### config.mk
export PLATFORM = sky130hd
export DESIGN_NAME = strm_get_unit
export DESIGN_NICKNAME = d
export VERILOG_FILES = /design/src/rtl/strm_get_pkg.sv /design/src/rtl/strm_get_ctrl.sv /design/src/rtl/strm_last_check.sv /design/src/rtl/strm_get_result.sv /design/src/rtl/strm_get_unit.sv
export SDC_FILE = /design/constraint.sdc
export NUM_CORES = 1
export LEC_CHECK = 0
export ABC_AREA = 1
export CORE_ASPECT_RATIO = 1.25
export CORE_MARGIN = 3
export CORE_UTILIZATION = 60
export DETAILED_ROUTE_END_ITERATION = 8
export DONT_BUFFER_PORTS = 1
export GPL_TIMING_DRIVEN = 1
export PLACE_DENSITY = 0.82
export SLEW_MARGIN = 20
export SYNTH_ARGS = -nofsm -noshare
export SYNTH_HDL_FRONTEND = slang
export SYNTH_SLANG_ARGS = --single-unit
### constraint.sdc
create_clock -name clk -period 1.5 [get_ports clk]
set_input_delay 0.075 -clock clk [delete_from_list [all_inputs] [get_ports clk]]
set_output_delay 0.075 -clock clk [all_outputs]
set_load 0.01 [all_outputs]
### src/rtl/strm_get_pkg.sv
package strm_get_pkg;

    typedef enum logic [1:0] {
        XC_NONE         = 2'b00,
        XC_LAST_MISSING = 2'b01,
        XC_LAST_EXTRA   = 2'b10
    } strm_xc_e;

    typedef enum logic {
        ST_IDLE = 1'b0,
        ST_PEND = 1'b1
    } get_state_e;

    typedef struct packed {
        logic blocking;
        logic chk_en;
        logic exp_last;
    } get_flags_t;

    function automatic strm_xc_e classify_last(
        input logic chk_en,
        input logic exp_last,
        input logic got_last
    );
        strm_xc_e r;
        r = XC_NONE;
        if (chk_en && exp_last && !got_last) r = XC_LAST_MISSING;
        if (chk_en && !exp_last && got_last) r = XC_LAST_EXTRA;
        return r;
    endfunction

endpackage

### src/rtl/strm_get_ctrl.sv
module strm_get_ctrl
    import strm_get_pkg::*;
#(
    parameter int RD_W = 5
) (
    input  logic            clk,
    input  logic            rst,
    input  logic            issue_valid,
    input  get_flags_t      issue_flags,
    input  logic [RD_W-1:0] issue_rd,
    input  logic            s_tvalid,
    output logic            s_tready,
    output logic            pending,
    output logic            fire,
    output logic            finish,
    output logic            empty,
    output get_flags_t      op_flags,
    output logic [RD_W-1:0] op_rd
);
    get_state_e state_q;
    logic       accept;

    assign pending  = (state_q == ST_PEND);
    assign accept   = issue_valid && !pending;
    assign s_tready = pending;
    assign fire     = pending && s_tvalid;
    assign empty    = pending && !s_tvalid && !op_flags.blocking;
    assign finish   = fire || empty;

    always_ff @(posedge clk) begin
        if (rst) begin
            state_q  <= ST_IDLE;
            op_flags <= '0;
            op_rd    <= '0;
        end else if (accept) begin
            state_q  <= ST_PEND;
            op_flags <= issue_flags;
            op_rd    <= issue_rd;
        end else if (finish) begin
            state_q  <= ST_IDLE;
        end
    end
endmodule

### src/rtl/strm_last_check.sv
module strm_last_check
    import strm_get_pkg::*;
(
    input  logic       fire,
    input  get_flags_t op_flags,
    input  logic       got_last,
    output strm_xc_e   xc_kind
);
    always_comb begin
        xc_kind = XC_NONE;
        if (fire) xc_kind = classify_last(op_flags.chk_en, op_flags.exp_last, got_last);
    end
endmodule

### src/rtl/strm_get_result.sv
module strm_get_result
    import strm_get_pkg::*;
#(
    parameter int DATA_W = 32,
    parameter int RD_W   = 5
) (
    input  logic              clk,
    input  logic              rst,
    input  logic              finish,
    input  logic              fire,
    input  logic              empty,
    input  logic [DATA_W-1:0] beat_data,
    input  logic [RD_W-1:0]   op_rd,
    input  strm_xc_e          xc_kind,
    output logic              done,
    output logic [RD_W-1:0]   done_rd,
    output logic [DATA_W-1:0] done_data,
    output logic              done_nodata,
    output logic              exc_valid,
    output logic [1:0]        exc_cause
);
    always_ff @(posedge clk) begin
        if (rst) begin
            done        <= 1'b0;
            done_rd     <= '0;
            done_data   <= '0;
            done_nodata <= 1'b0;
            exc_valid   <= 1'b0;
            exc_cause   <= 2'b00;
        end else begin
            done        <= finish;
            done_nodata <= finish && empty;
            exc_valid   <= finish && (xc_kind != XC_NONE);
            exc_cause   <= finish ? xc_kind : XC_NONE;
            if (finish) begin
                done_rd   <= op_rd;
                done_data <= fire ? beat_data : '0;
            end
        end
    end
endmodule

### src/rtl/strm_get_unit.sv
module strm_get_unit
    import strm_get_pkg::*;
#(
    parameter int DATA_W = 32,
    parameter int RD_W   = 5
) (
    input  logic              clk,
    input  logic              rst,
    input  logic              issue_valid,
    input  logic              issue_blocking,
    input  logic              issue_chk_en,
    input  logic              issue_exp_last,
    input  logic [RD_W-1:0]   issue_rd,
    output logic              stall,
    input  logic [DATA_W-1:0] s_tdata,
    input  logic              s_tvalid,
    input  logic              s_tlast,
    output logic              s_tready,
    output logic              done,
    output logic [RD_W-1:0]   done_rd,
    output logic [DATA_W-1:0] done_data,
    output logic              done_nodata,
    output logic              exc_valid,
    output logic [1:0]        exc_cause
);
    get_flags_t      in_flags;
    get_flags_t      op_flags;
    logic [RD_W-1:0] op_rd;
    logic            fire, finish, empty;
    strm_xc_e        xc_kind;

    assign in_flags = '{blocking: issue_blocking, chk_en: issue_chk_en, exp_last: issue_exp_last};

    strm_get_ctrl #(.RD_W(RD_W)) ctrl_i (
        .clk(clk), .rst(rst),
        .issue_valid(issue_valid), .issue_flags(in_flags), .issue_rd(issue_rd),
        .s_tvalid(s_tvalid), .s_tready(s_tready), .pending(stall),
        .fire(fire), .finish(finish), .empty(empty),
        .op_flags(op_flags), .op_rd(op_rd)
    );

    strm_last_check chk_last_i (
        .fire(fire), .op_flags(op_flags), .got_last(s_tlast), .xc_kind(xc_kind)
    );

    strm_get_result #(.DATA_W(DATA_W), .RD_W(RD_W)) res_i (
        .clk(clk), .rst(rst),
        .finish(finish), .fire(fire), .empty(empty),
        .beat_data(s_tdata), .op_rd(op_rd), .xc_kind(xc_kind),
        .done(done), .done_rd(done_rd), .done_data(done_data),
        .done_nodata(done_nodata), .exc_valid(exc_valid), .exc_cause(exc_cause)
    );
endmodule

==> flow_summary.ini <==
[outcome]
status = finished, final reports clean

[worst_setup_path]
end_kind = flip-flop
path_class = reg -> reg
critPathMaxFanout = 10
start_kind = flip-flop
worstPathArrival_ns = 1.45
required_ns = 1.75

[layout]
final_cell_area_um2 = 2310
multiInputGateArea_um2 = 658
area_delta_synth_final_pct = 27.4
layout.nets = 319
register_area_um2 = 1020
drive_above_1_share_pct = 5.82
diodes = 0
nFillCells = 172

[sta]
period_share_pct = 79.5
worst_pin_slew_ns = 0.317
timing.hold.ws_ns = 0.0253
fin_ws_ns = 0.307
max_slew_margin_pct = 78.9
setup_viol = 0
drv_slew = 0
setup_tns_ns = 0
clock_skew_ns = 0.00538
rsz0062_at_grt = false
hold_viol = 0
fmax_mhz = 838
period_needed_ns = 1.19

[pwr]
leakagePower_nw = 0.897
powerDensity_nw_per_um2 = 997
clockPowerShare_pct = 25.1
p_comb_share_pct = 11.6
vdd_drop_max_uv = 904
seqPwrFrac_pct = 63.3
internal_power_mw = 1.73
p_total_mw = 2.31
swShare_pct = 25.1
switchingPower_mw = 0.579

[die]
die_w_um = 55.2
ioPinCount = 89
core-area_um2 = 2790
dieArea_um2 = 3730
rows = 21
die_h_um = 67.5
initial_core_util_pct = 65.2

[min_path]
hp-class = in -> reg

[global_routing]
grt_usage_pct = 25.2
grt_use_met3_pct = 8.80
grt_pass1_wl_um = 7270
overflow = 0
busiest_layer = met2
use_met1_pct = 27.0
antenna_found_initial = 0
grt_pass1_vias = 1556
grt_util_met2_pct = 44.1
grt_start_max_net_pins = 38

[detailed_routing]
firstDrtPassIters = 4
drt_wl_total_um = 4450
num_vias = 1623
viasPerCell = 5.25
drtIter0Drc = 69
antenna_left = 0
drc = 0
wl_per_cell_um = 14.4

[cts]
post-cts-setup-buffers = 0
clockBufferDepth = 2
htree_levels = 2
cts_resized = 0
clkTransAtPathRegs_ns = 0.13
cts_buffers = 5
cts_root_buf = clkbuf_4
insertion_delay_ns = 0.35
cts.sinks = 51
cts_hold_buf = 44
tritoncts = built

[synthesis]
syn_inst = 231
syn_nets = 276
synth.top_cell.area_share_pct = 56.2
yosys_warnings = 0
seq_area_frac_synth_pct = 56.2
ys_types = 15
synth-seq-cells = 51
synth.avg_cell_area_um2 = 7.86
syn-cell-area_um2 = 1820
synth_area_leader_cell = dfxtp_1
synth_area_leaders = dfxtp_1 56%, nand2_1 17%, a21oi_1 9.6%

[placed_design]
pre_cts_slack_ns = 0.394
gp_congestion = 0.750
hpwl_um = 2550
dpl_cell_area_um2 = 1810
port_buffers = 0

[run]
timing.max_cap.violations = 0
power by group through the flow:
stage | combinational, mW | sequential, mW | clock, mW
floorplan | 0.143 | 1.48 | 0
global placement | 0.146 | 1.49 | 0
detailed placement | 0.152 | 1.49 | 0
CTS | 0.262 | 1.46 | 0.592
global route | 0.301 | 1.47 | 0.645
finish | 0.268 | 1.46 | 0.579
path summary, 6_finish.rpt:
check / start / endpoint / slack [ns] / cells after the start
min reg2reg: ctrl_i.op_flags[2] / res_i.done_nodata / 0.48 / 1
max reg2reg: ctrl_i.pending / ctrl_i.op_rd[0] / 0.31 / 5
max: ctrl_i.pending / ctrl_i.op_rd[0] / 0.31 / 5
min: rst / res_i.done_rd[3] / 0.03 / 3
routing by layer:
| metal | wire length [um] | up-vias |
|---|---|---|
| li1 | - | 805 |
| met1 | 1610 | 720 |
| met2 | 2340 | 82 |
| met3 | 334 | 16 |
| met4 | 173 | 0 |
| met5 | 0 | - |
kinds of logic after synthesis:
logic type	count (synthesis)	synth area share, %
and+or+nand+nor	112	23.5
DFF	51	56.2
AOI/OAI and AO/OA	44	12.8
buffers and inverters	24	7.51
critical path, stage by stage (launching register included):
cell,delay [ns]
dfxtp_1,0.33
buf_4,0.17
inv_1,0.09
nand2_1,0.18
o21ai_0,0.25
nor2_1,0.07
Yosys cell counts (all sizes together):
master	n
buf	10
nand2	80
dfxtp	51
a21oi	35
or2	1
inv	11
nor2	28
nor3	3
o21ai	9
clkbuf	3
flip-flops by register name (all words and copies together), names as in the netlist:
signal and flops:
res_i.done_data 32, ctrl_i.pending 1, ctrl_i.op_rd 5, ctrl_i.op_flags 3
res_i.exc_valid 1, res_i.done 1, res_i.done_rd 5, res_i.done_nodata 1
res_i.exc_cause 2
cell usage in the layout (no fill, tap or decap):
cell	synthesis	layout
a21oi_1	35	35
buf_12	0	2
buf_4	4	4
clkbuf_1	3	2
clkbuf_4	0	5
clkinv_2	0	1
dfxtp_1	51	51
dlygate4sd3_1	0	43
inv_1	9	9
inv_2	2	2
nand2_1	80	80
nor2_1	28	28
nor3_1	3	3
o21ai_0	8	8
o21ai_4	1	1
or2_2	1	1
area by class of cell:
cell class	instances	area share, %
inverters	11	1.78
clock buffers	7	1.95
clock inverters	1	0.216
multi-input cells	156	28.4
well taps	34	1.84
repair buffers	49	21.6
flip-flops and latches	51	44.1
metrics by stage:
stage / cells / util (%)
after floorplan: 231 / -
after global placement: 257 / 65.1
after detailed placement: 257 / 65.1
after CTS: 309 / 83.1
after global routing: 309 / 83.1
final: 309 / 83.1
Note: power is estimated with default switching activity, not from simulation.
